<file path="src/rtl/lcd8080_master.sv">
module lcd8080_master #(
  parameter int SETUP_CLKS  = 1,
  parameter int STROBE_CLKS = 2,
  parameter int HOLD_CLKS   = 2
) (
  input  logic        clk,
  input  logic        rst_n,
  input  logic [1:0]  mode,
  input  logic        req_valid,
  output logic        req_ready,
  input  logic        req_write,
  input  logic        req_rs,
  input  logic [15:0] req_wdata,
  output logic        rsp_done,
  output logic [15:0] rsp_rdata,
  output logic        lcd_rs,
  output logic        lcd_cs_n,
  output logic        lcd_wr_n,
  output logic        lcd_rd_n,
  output logic [15:0] lcd_dout,
  output logic [15:0] lcd_doe,
  input  logic [15:0] lcd_din
);

  localparam int ACCESS = SETUP_CLKS + STROBE_CLKS + HOLD_CLKS;
  localparam int PW     = $clog2(ACCESS + 1);
  localparam logic [PW-1:0] PH_STB_LO = PW'(SETUP_CLKS);
  localparam logic [PW-1:0] PH_STB_HI = PW'(SETUP_CLKS + STROBE_CLKS);
  localparam logic [PW-1:0] PH_SAMPLE = PW'(SETUP_CLKS + STROBE_CLKS - 1);
  localparam logic [PW-1:0] PH_LAST   = PW'(ACCESS - 1);

  logic          busy, wr_q, rs_q, done_q;
  logic [1:0]    mode_q, beat;
  logic [PW-1:0] ph;
  logic [15:0]   sh, acc;
  logic [15:0]   mask, sh_next, acc_next;
  logic          last_beat, strobe_on, sample, end_ph;

  always_comb begin
    case (mode_q)
      2'd1: begin
        mask      = 16'hFF00;
        sh_next   = {sh[7:0], 8'h00};
        acc_next  = {acc[7:0], lcd_din[15:8]};
        last_beat = (beat == 2'd1);
      end
      2'd2: begin
        mask      = 16'hF000;
        sh_next   = {sh[11:0], 4'h0};
        acc_next  = {acc[11:0], lcd_din[15:12]};
        last_beat = (beat == 2'd3);
      end
      default: begin
        mask      = 16'hFFFF;
        sh_next   = sh;
        acc_next  = lcd_din;
        last_beat = 1'b1;
      end
    endcase
  end

  assign strobe_on = busy && (ph >= PH_STB_LO) && (ph < PH_STB_HI);
  assign sample    = busy && !wr_q && (ph == PH_SAMPLE);
  assign end_ph    = (ph == PH_LAST);

  always_ff @(posedge clk or negedge rst_n) begin
    if (!rst_n) begin
      busy   <= 1'b0;
      wr_q   <= 1'b0;
      rs_q   <= 1'b0;
      done_q <= 1'b0;
      mode_q <= 2'd0;
      beat   <= 2'd0;
      ph     <= '0;
      sh     <= 16'h0;
      acc    <= 16'h0;
    end else begin
      done_q <= 1'b0;
      if (!busy) begin
        if (req_valid) begin
          busy   <= 1'b1;
          wr_q   <= req_write;
          rs_q   <= req_rs;
          mode_q <= mode;
          beat   <= 2'd0;
          ph     <= '0;
          sh     <= req_wdata;
          acc    <= 16'h0;
        end
      end else begin
        if (sample) acc <= acc_next;
        if (end_ph) begin
          ph <= '0;
          if (last_beat) begin
            busy   <= 1'b0;
            done_q <= 1'b1;
          end else begin
            beat <= beat + 2'd1;
            sh   <= sh_next;
          end
        end else begin
          ph <= ph + PW'(1);
        end
      end
    end
  end

  assign req_ready = !busy;
  assign rsp_done  = done_q;
  assign rsp_rdata = acc;
  assign lcd_cs_n  = !busy;
  assign lcd_rs    = busy && rs_q;
  assign lcd_wr_n  = !(strobe_on && wr_q);
  assign lcd_rd_n  = !(strobe_on && !wr_q);
  assign lcd_doe   = (busy && wr_q) ? mask : 16'h0;
  assign lcd_dout  = (busy && wr_q) ? (sh & mask) : 16'h0;

  logic [3:0] low_len;
  always_ff @(posedge clk or negedge rst_n) begin
    if (!rst_n) low_len <= 4'd0;
    else if (!lcd_wr_n || !lcd_rd_n) low_len <= low_len + 4'd1;
    else low_len <= 4'd0;
  end


  accept_drops_ready_chk: assert property (@(posedge clk) disable iff (!rst_n)
    req_valid && req_ready |=> !req_ready);

  setup_before_strobe_chk: assert property (@(posedge clk) disable iff (!rst_n)
    ($fell(lcd_wr_n) || $fell(lcd_rd_n)) |-> $past(!lcd_cs_n));

  strobe_width_chk: assert property (@(posedge clk) disable iff (!rst_n)
    ($rose(lcd_wr_n) || $rose(lcd_rd_n)) |-> low_len == 4'(STROBE_CLKS));

  hold_after_strobe_chk: assert property (@(posedge clk) disable iff (!rst_n)
    ($rose(lcd_wr_n) || $rose(lcd_rd_n)) |=> !lcd_cs_n);

  data_hold_chk: assert property (@(posedge clk) disable iff (!rst_n)
    $rose(lcd_wr_n) |-> (lcd_doe != 16'h0) && $stable(lcd_dout));

  read_no_drive_chk: assert property (@(posedge clk) disable iff (!rst_n)
    !lcd_rd_n |-> lcd_doe == 16'h0);

  done_single_chk: assert property (@(posedge clk) disable iff (!rst_n)
    rsp_done |=> !rsp_done);

  done_after_access_chk: assert property (@(posedge clk) disable iff (!rst_n)
    rsp_done |-> $past(!lcd_cs_n) && req_ready);

  rs_stable_chk: assert property (@(posedge clk) disable iff (!rst_n)
    (!lcd_cs_n && $past(!lcd_cs_n)) |-> $stable(lcd_rs));

endmodule

</file>
<file path="config.mk">
export PLATFORM = sky130hd
export DESIGN_NAME = lcd8080_master
export DESIGN_NICKNAME = d
export VERILOG_FILES = /design/src/rtl/lcd8080_master.sv
export SDC_FILE = /design/constraint.sdc
export NUM_CORES = 1
export LEC_CHECK = 0
export ABC_AREA = 1
export BUFFER_PORTS_ARGS = -buffer_cell sky130_fd_sc_hd__buf_4
export CAP_MARGIN = 0
export CORE_MARGIN = 2
export CORE_UTILIZATION = 51
export DETAILED_ROUTE_END_ITERATION = 16
export GPL_TIMING_DRIVEN = 1
export MAX_ROUTING_LAYER = met4
export PLACE_DENSITY = 0.81
export REMOVE_ABC_BUFFERS = 1
export SYNTH_ARGS = -nofsm -noshare
export SYNTH_HDL_FRONTEND = slang
export SYNTH_SLANG_ARGS = --single-unit
</file>
<file path="constraint.sdc">
create_clock -name clk -period 2.3 [get_ports clk]
set_clock_uncertainty 0.1 [all_clocks]
set_input_delay 0.345 -clock clk [delete_from_list [all_inputs] [get_ports clk]]
set_output_delay 0.345 -clock clk [all_outputs]
set_load 0.01 [all_outputs]
</file>
==> results of run 1 <==
-- metrics by stage --
step           cell area (um2)  worst slack, ps  instances  utilization  hold slack, ps
2_1_floorplan             2530             -859        339            -           -50.6
3_5_place_dp              3400              194        512        0.654             270
3_3_place_gp              3400              324        512        0.654             266
5_1_grt                   3500             12.7        520        0.673             196
4_1_cts                   3500             84.7        520        0.673             185
6_report                  3500             86.7        520        0.673             187
-- worst max-delay path, stage by stage, from the launching register on --
cell     delay, ps
dfrtp_1        360
inv_1           80
ha_2           450
inv_2          130
nor2_1         160
buf_4          170
buf_4          120
-- sequential cells by signal, summed over array words and instances, names as in the netlist --
name and flops:
rsp_rdata 16, busy 1, mode_q 2, beat 2, rsp_done 1, rs_q 1
wr_q 1, ph 3, sh 16
-- what timing repair did --
item,CTS,global route
resized for setup,1,0
hold buffers,1,0
setup endpoints to repair,8,0
hold endpoints to repair,43,0
-- metal layers --
layer	GRT usage	vias to the layer above	share of wire
li1	-	1344	-
met1	0.299	1229	0.43
met2	0.423	124	0.48
met3	0.0425	6	0.076
met4	0.0632	0	0.0092
met5	-	-	0
-- worst max-delay path by stage --
stage / start / endpoint / slack (ps) / cells after the start
after floorplan: mode_q[0] / lcd_dout[7] / -860 / 6
after global placement: mode_q[0] / sh[12] / 320 / 9
after detailed placement: mode_q[0] / sh[1] / 190 / 9
after CTS: mode_q[0] / lcd_doe[1] / 80 / 6
after global routing: mode_q[0] / lcd_doe[3] / 10 / 6
final: mode_q[0] / lcd_doe[1] / 90 / 6
-- cells in the mapped netlist (all sizes together) --
master / instances / area (um2)
o31ai: 1 / 21.3
o22ai: 5 / 31.3
ha: 7 / 87.6
nand2: 106 / 420
nor2: 38 / 143
dfrtp: 43 / 1080
xnor2: 2 / 17.5
o211ai: 1 / 7.51
a211oi: 1 / 7.51
o21ai: 35 / 175
buf: 36 / 258
clkbuf: 2 / 7.51
mux2: 1 / 11.3
a21oi: 31 / 155
nand3: 38 / 250
nor3: 1 / 5.00
inv: 28 / 115
nand4: 1 / 6.26
-- cells by family (layout without fill, tap and decap cells) --
kind of cell               Yosys count  after routing  synth area share
xor gates and xnor gates             2              2           0.00627
muxes                                1              1           0.00403
buffers and inverters               66            139             0.136
adders and majority gates            7              7            0.0313
and+or+nand+nor                    184            184             0.295
DFF                                 43             43             0.385
AOI/OAI and AO/OA                   74             74             0.142
-- area by class of cell --
cell class | instances | share of cell area
repair buffers | 104 | 0.227
multi-input cells | 268 | 0.383
clock inverters | 1 | 0.00143
well taps | 70 | 0.0250
clock buffers | 6 | 0.0236
inverters | 28 | 0.0329
flip-flops and latches | 43 | 0.307
-- power groups by stage --
stage | sequential [uW] | clock [uW] | combinational (uW)
floorplan | 1360 | 0 | 1810
global placement | 1340 | 0 | 3190
detailed placement | 1350 | 0 | 3270
CTS | 1340 | 501 | 3300
global route | 1380 | 527 | 3640
finish | 1340 | 488 | 3280
==> metrics, run 1 <==
CTS tree done; via/cell ratio roughly 5.2; commonest cells after routing, fill and taps aside 102 x buf_4, 101 x nand2_1, 43 x dfrtp_1; number of synthesized register bits between 40 and 50; Max Cap Viol 0; Final Hold Viols 0; leakage power approximately 0.0018 uW; port bufs 92; multi-input logic area ~1300 um2; DRT Pass-1 Iters 4; Initial Util 0.537; initial antenna violation count 0; R2R cell count 9; Total GRT Usage 0.245; DRT antenna net count 0; worst reg2reg path startpoint mode_q[0]; Peak supply drop 676 uV; Avg Inst Size Synth about 7.4 um2; startpoint class of the critical path flip-flop; Worst setup EP type primary output; internal power ~2700 uW; final WL slightly above 7 mm; final worst-path cycle share 0.962; Switching Power ~2500 uW; Setup Buffers After CTS 0; Worst Hold Class in2reg; Max Slew Vio Count 0; core outline area 5200 um2; Seq pwr share 0.263; Chip Width 78.0 um; final setup TNS 0 ps; clock power share 0.095; Antenna Cells 0; FMAX 452 MHz; first-pass GRT wire length 11.8 mm; vias in the first global route ~2600; HPWL after DPL roughly 5.0 mm; Hold Path Origin req_rs; Final min period 2210 ps; Register Area 1080 um2; status completed; Worst-Skew Late Latency just under 300 ps; register area share after synthesis 0.385; CTS Buf Count 5; FF-to-FF End sh[1]; DR DRC count 0; IO Pins 93; H-tree depth 2; Pwr Density between 1000 and 1500 nW/um2; clk sinks 43; fillers around 460; Layout area overhead 25.3%; Syn Inst Count between 300 and 400; Comb power frac 0.642; Crit Path Category reg2out; Worst Hold Path EP rs_q; RSZ-0062 raised after global routing false; Worst-Margin Slew 544 ps; Cell Area, Synth 2800 um2; remaining global-route overflow 0; share of layout cells above drive strength 1 0.300; gpl congestion between 0.8 and 0.9; final setup vio count 0; Worst Path Arrival between 1500 and 2000 ps; die area just over 6000 um2; CTS max path bufs 2; Max FO, Critical Path 8; DR vias 2703; Worst R2R Setup Slack 190 ps; Worst slew margin 0.637; final net count about 500; CTS Root Cell clkbuf_8; yosys warns 0; row cnt 26; clock-pin slew on the worst setup and hold paths about 70 ps; Chip Height 78.0 um; commonest non-fill, non-tap cell in the layout buf_4; total chip power between 5000 and 6000 uW; pin count of the biggest net entering global routing 44; drt wl/cell 13.5 um; DRT iter0 DRCs just under 200; switching share of power 0.481; hold path depth 2; Worst Path Required 1860 ps; post-synth cell types 29
Power figures use the tool's default switching activity.
==> run 2: changes to the inputs <==
--- a/config.mk
+++ b/config.mk
@@ -8,11 +8,11 @@
 export ABC_AREA = 1
 export BUFFER_PORTS_ARGS = -buffer_cell sky130_fd_sc_hd__buf_4
 export CAP_MARGIN = 0
+export CORE_ASPECT_RATIO = 0.5
 export CORE_MARGIN = 2
 export CORE_UTILIZATION = 51
 export DETAILED_ROUTE_END_ITERATION = 16
 export GPL_TIMING_DRIVEN = 1
-export MAX_ROUTING_LAYER = met4
 export PLACE_DENSITY = 0.81
 export REMOVE_ABC_BUFFERS = 1
 export SYNTH_ARGS = -nofsm -noshare
==> run 2 against run 1 <==
Compared with the run above: cell count stayed put; critical endpoint is now lcd_doe[11]; via count rose by 1.3%; flip-flop and latch count unchanged; non-clock buffer count is 1 lower; critical path type unchanged; cell area is 0.96% higher; first-iteration DRC count down 12%; largest cell class unchanged; highest routed layer unchanged.
==> metrics, run 2 (synthesis gave the netlist of run 1 again) <==
status completed; final net count 495 (-0.20%); Crit Path Category reg2out; leakage power 0.00181 uW (+0.73%); initial antenna violation count 0 (unchanged); Worst Hold Class in2reg; Final min period 2150 ps (-67.3 ps); DRT Pass-1 Iters 4 (unchanged); DRT antenna net count 0 (unchanged); DR DRC count 0 (unchanged); final instance area 3540 um2 (+0.96%); drt wl/cell 14.3 um (+5.8%); CTS Root Cell clkbuf_8; final setup vio count 0 (unchanged); vias in the first global route 2575 (-2.8%); share of layout cells above drive strength 1 0.298 (-0.00222); CTS max path bufs 2 (unchanged); Worst-Margin Slew 547 ps (+2.33 ps); clk sinks 43 (unchanged); Chip Width 109 um (+39%); FMAX 466 MHz (+3.1%); Worst-Skew Late Latency 300 ps (about the same); commonest cells after routing, fill and taps aside 101 x nand2_1, 101 x buf_4, 43 x dfrtp_1; Pwr Density 1510 nW/um2 (+3.4%); Final Hold Viols 0 (unchanged); Peak supply drop 713 uV (+5.5%); gpl congestion 0.852 (-1.3%); core outline area 5090 um2 (-2.2%); Worst Path Arrival 1700 ps (-70 ps); Worst slew margin 0.636 (-0.00155); die area 6120 um2 (+0.60%); Chip Height 56.4 um (-28%); Layout area overhead 26.5%; port bufs 92 (unchanged); Max FO, Critical Path 7 (-1); final WL 7.45 mm (+5.8%); HPWL after DPL 5.25 mm (+4.9%); H-tree depth 2 (unchanged); CTS tree done; RSZ-0062 raised after global routing false; via/cell ratio 5.27 (+1.3%); clock-pin slew on the worst setup and hold paths 80 ps (about the same); Max Cap Viol 0 (unchanged); Antenna Cells 0 (unchanged); remaining global-route overflow 0 (unchanged); Setup WS post-layout 154 ps (+67.3 ps); placed standard-cell area 3380 um2 (-0.59%); DRT iter0 DRCs 170 (-12%); Worst setup EP type primary output; Initial Util 0.549 (+0.0121); Total GRT Usage 0.245 (about the same); CTS Buf Count 5 (unchanged); pin count of the biggest net entering global routing 44 (unchanged); Max Slew Vio Count 0 (unchanged); IO Pins 93 (unchanged); DR vias 2739 (+1.3%); first-pass GRT wire length 11.9 mm (+0.24%); final worst-path cycle share 0.933 (-0.0293); row cnt 18 (-31%); Post-Place Worst Slack 278 ps (+83.8 ps); startpoint class of the critical path flip-flop; Worst Path Required 1860 ps (about the same)
==> run 2: cell types whose count changed in the layout (fill, tap and decap cells not counted), sizes merged <==
cell and delta:
clkinv -1, bufinv +2, buf -1
==> run 2: final timing paths <==
| path | cells past startpoint | startpoint | slack [ps] | end |
|---|---|---|---|---|
| worst max-delay path | 5 | mode_q[0] | 150 | lcd_doe[11] |
| worst max register to register | 9 | mode_q[0] | 190 | sh[1] |
| worst min register to register | 2 | sh[14] | 390 | sh[14] |
| max in group asynchronous | 2 | rst_n | 1250 | sh[12] |
| worst min-delay path | 2 | req_rs | 180 | rs_q |
| min in group asynchronous | 2 | rst_n | 480 | rsp_rdata[10] |
==> run 2: cell type report <==
class	instances	area, um2
repair buffers	103	779
well taps	70	87.6
inverters	28	115
clock inverters	2	60.1
flip-flops and latches	43	1080
clock buffers	6	72.6
fillers	417	1550
multi-input cells	268	1350
==> run 2: report_power, final <==
group / switching [uW] / internal, uW
combinational: 1970 / 1300
sequential: 291 / 1060
clock: 274 / 434
total: 2530 / 2800
==> run 2: worst max-delay path: stages (launching register included) <==
cell	delay [ps]
dfrtp_1	360
inv_1	90
ha_1	350
buf_4	220
nor2_1	220
buf_4	170
==> run 2: through the flow <==
stage	util	std cells	setup TNS [ps]	total power [uW]	hold WS, ps
finish	0.695	520	0	5330	178
global route	0.695	520	0	5720	185
CTS	0.693	520	0	5290	180
detailed placement	0.665	511	0	4570	270
global placement	0.665	511	0	4440	265
floorplan	-	339	-5350	3170	-50.6
==> run 2: per-layer routing <==
metal	track usage	part of all wire	vias to the layer above
met1	0.297	0.41	1301
met3	0.0453	0.060	11
met2	0.443	0.51	85
met5	0	0	-
met4	0.0714	0.012	0
li1	-	-	1342
==> run 2: timing repair <==
| item | 4_1_cts | 5_1_grt |
|---|---|---|
| buffers inserted | 0 | 0 |
| endpoints found under the hold margin | 43 | 0 |
| setup endpoints to repair | 1 | 2 |
| hold buffers | 1 | 0 |
| resized for setup | 1 | 2 |
==> run 3: changes to the inputs <==
--- a/config.mk
+++ b/config.mk
@@ -9,11 +9,12 @@
 export BUFFER_PORTS_ARGS = -buffer_cell sky130_fd_sc_hd__buf_4
 export CAP_MARGIN = 0
 export CORE_ASPECT_RATIO = 0.5
-export CORE_MARGIN = 2
+export CORE_MARGIN = 5
 export CORE_UTILIZATION = 51
 export DETAILED_ROUTE_END_ITERATION = 16
 export GPL_TIMING_DRIVEN = 1
 export PLACE_DENSITY = 0.81
+export RECOVER_POWER = 50
 export REMOVE_ABC_BUFFERS = 1
 export SYNTH_ARGS = -nofsm -noshare
 export SYNTH_HDL_FRONTEND = slang
==> run 3 against run 2 <==
Compared with the run above: via count is 2.6% lower; largest power group unchanged; worst hold slack worse by 6.1 ps; register-to-register slack worse by 60 ps; highest routed layer unchanged.
==> metrics, run 3 (synthesis gave the netlist of run 1 again) <==
clock-pin slew on the worst setup and hold paths 90 ps (about the same); Max Slew Vio Count 0 (unchanged); commonest cells after routing, fill and taps aside 102 x nand2_1, 79 x buf_4, 43 x dfrtp_1; Fin Hold WS 172 ps (-6.08 ps); CP max stage cell dfrtp_1; first-pass GRT wire length 12.1 mm (+1.6%); Initial Util 0.518 (-0.0312); Worst Path Arrival 2290 ps (+590 ps); GR peak layer met2; gpl congestion 0.842 (-1.2%); Antenna Cells 0 (unchanged); DR vias 2667 (-2.6%); Worst-Margin Slew 1080 ps (+533 ps); HPWL after DPL 5.04 mm (-3.9%); crit path cell chain inv_1 -> nand2_2 -> clkbuf_2 -> nand2_1 -> o22ai_1; DR DRC count 0 (unchanged); Worst Path Required 2420 ps (+560 ps); DRT iter0 DRCs 198 (+16%); DRT antenna net count 0 (unchanged); Layout area overhead 23.7%; via/cell ratio 5.12 (-2.8%); Worst setup EP type flip-flop; CTS tree done; die area 7150 um2 (+17%); multi-input logic area 1350 um2 (unchanged); IO Pins 93 (unchanged); Chip Width 115 um (+5.5%); DRT Pass-1 Iters 4 (unchanged); worst reg2reg path startpoint busy; clk sinks 43 (unchanged); Pwr Density 1490 nW/um2 (-1.3%); status completed; routing usage on met2 0.336 (-0.107); startpoint class of the critical path flip-flop; final worst-path cycle share 0.941 (+0.00826); Peak supply drop 625 uV (-12%); commonest non-fill, non-tap cell in the layout nand2_1; H-tree depth 2 (unchanged); CTS Root Cell clkbuf_8; total chip power 5140 uW (-3.6%); FMAX 462 MHz (-0.88%); final setup TNS 0 ps (unchanged); met3 usage 0.0407 (-0.00456); share of layout cells above drive strength 1 0.254 (-0.0433); Chip Height 62.4 um (+11%); core outline area 5400 um2 (+6.0%); port bufs 92 (unchanged); Worst-Skew Late Latency 300 ps (about the same); met1 global-route usage 0.272 (-0.0246); RSZ-0062 raised after global routing false; Total GRT Usage 0.204 (-0.0403); Crit Path Category reg2reg; slowest stage delay, CP 550 ps (+190 ps); fillers 519 (+24%); Max Cap Viol 0 (unchanged); final net count 493 (-0.40%); initial antenna violation count 0 (unchanged); drt wl/cell 13.6 um (-5.0%); remaining global-route overflow 0 (unchanged); Max FO, Critical Path 21 (+14); leakage power 0.00173 uW (-4.7%); Final min period 2170 ps (+19.0 ps); CTS max path bufs 2 (unchanged); row cnt 19 (+1); vias in the first global route 2605 (+1.2%); final WL 7.09 mm (-4.8%); Hold Path Origin req_rs; Worst setup startpoint busy; CTS Buf Count 5 (unchanged); Register Area 1080 um2 (unchanged); pin count of the biggest net entering global routing 44 (unchanged); Worst Hold Class in2reg; final setup vio count 0 (unchanged); Final Hold Viols 0 (unchanged); Worst slew margin 0.280 (-0.355)
-- run 3: cell types whose count changed in the layout (fill, tap and decap cells not counted) --
cell | before | now
buf_4 | 101 | 79
clkbuf_1 | 1 | 18
clkbuf_2 | 0 | 2
clkinvlp_4 | 0 | 1
ha_1 | 7 | 6
ha_2 | 0 | 1
inv_1 | 23 | 24
inv_2 | 3 | 2
nand2_1 | 101 | 102
nand2_2 | 3 | 2
-- run 3: power by group --
group          total, uW  internal, uW  switching [uW]
clock network        710           433             277
logic               3080          1180            1910
registers           1350          1060             284
-- run 3: timing repair --
item,4_1_cts,5_1_grt
cloned,0,0
setup endpoints to repair,1,27
hold endpoints to repair,43,0
setup buffers,0,0
gates resized for setup,1,3
hold buffers,1,0
-- run 3: worst max-delay path: cells and delay by family, from the launching register on --
family / cells / cell delay, ps
compound gates: 1 / 210
simple gates: 2 / 420
buf+inv: 2 / 810
flops: 1 / 550
-- run 3: per-stage QoR --
stage | utilization | setup slack (ps) | instance area [um2] | std cells
floorplan | - | -859 | 2530 | 339
detailed placement | 0.625 | 232 | 3370 | 512
CTS | 0.652 | 59.1 | 3520 | 521
finish | 0.641 | 135 | 3460 | 521
global route | 0.641 | 13.6 | 3460 | 521
global placement | 0.625 | 305 | 3370 | 512
-- run 3: area by class of cell --
type	count	area share
clock inverter	3	0.0195
sequential	43	0.311
inverter	28	0.0333
tap	73	0.0264
multi-input combinational	268	0.389
timing repair buffer	101	0.200
clock buffer	5	0.0199
-- run 3: path summary, 6_finish.rpt --
kind	slack [ps]	endpoint	depth (start not counted)
min in group asynchronous	670	rsp_rdata[6]	2
setup reg to reg	130	rsp_rdata[9]	5
hold / removal	170	rs_q	2
hold reg to reg	390	sh[15]	2
setup / recovery	130	rsp_rdata[9]	5
max in group asynchronous	770	sh[5]	2
-- run 3: layer usage --
layer / part of all wire / routed length, um / vias to the layer above
met3: 0.060 / 425 / 12
met2: 0.48 / 3430 / 73
met4: 0.015 / 105 / 0
met5: 0 / 0 / -
li1: - / - / 1342
met1: 0.44 / 3130 / 1240
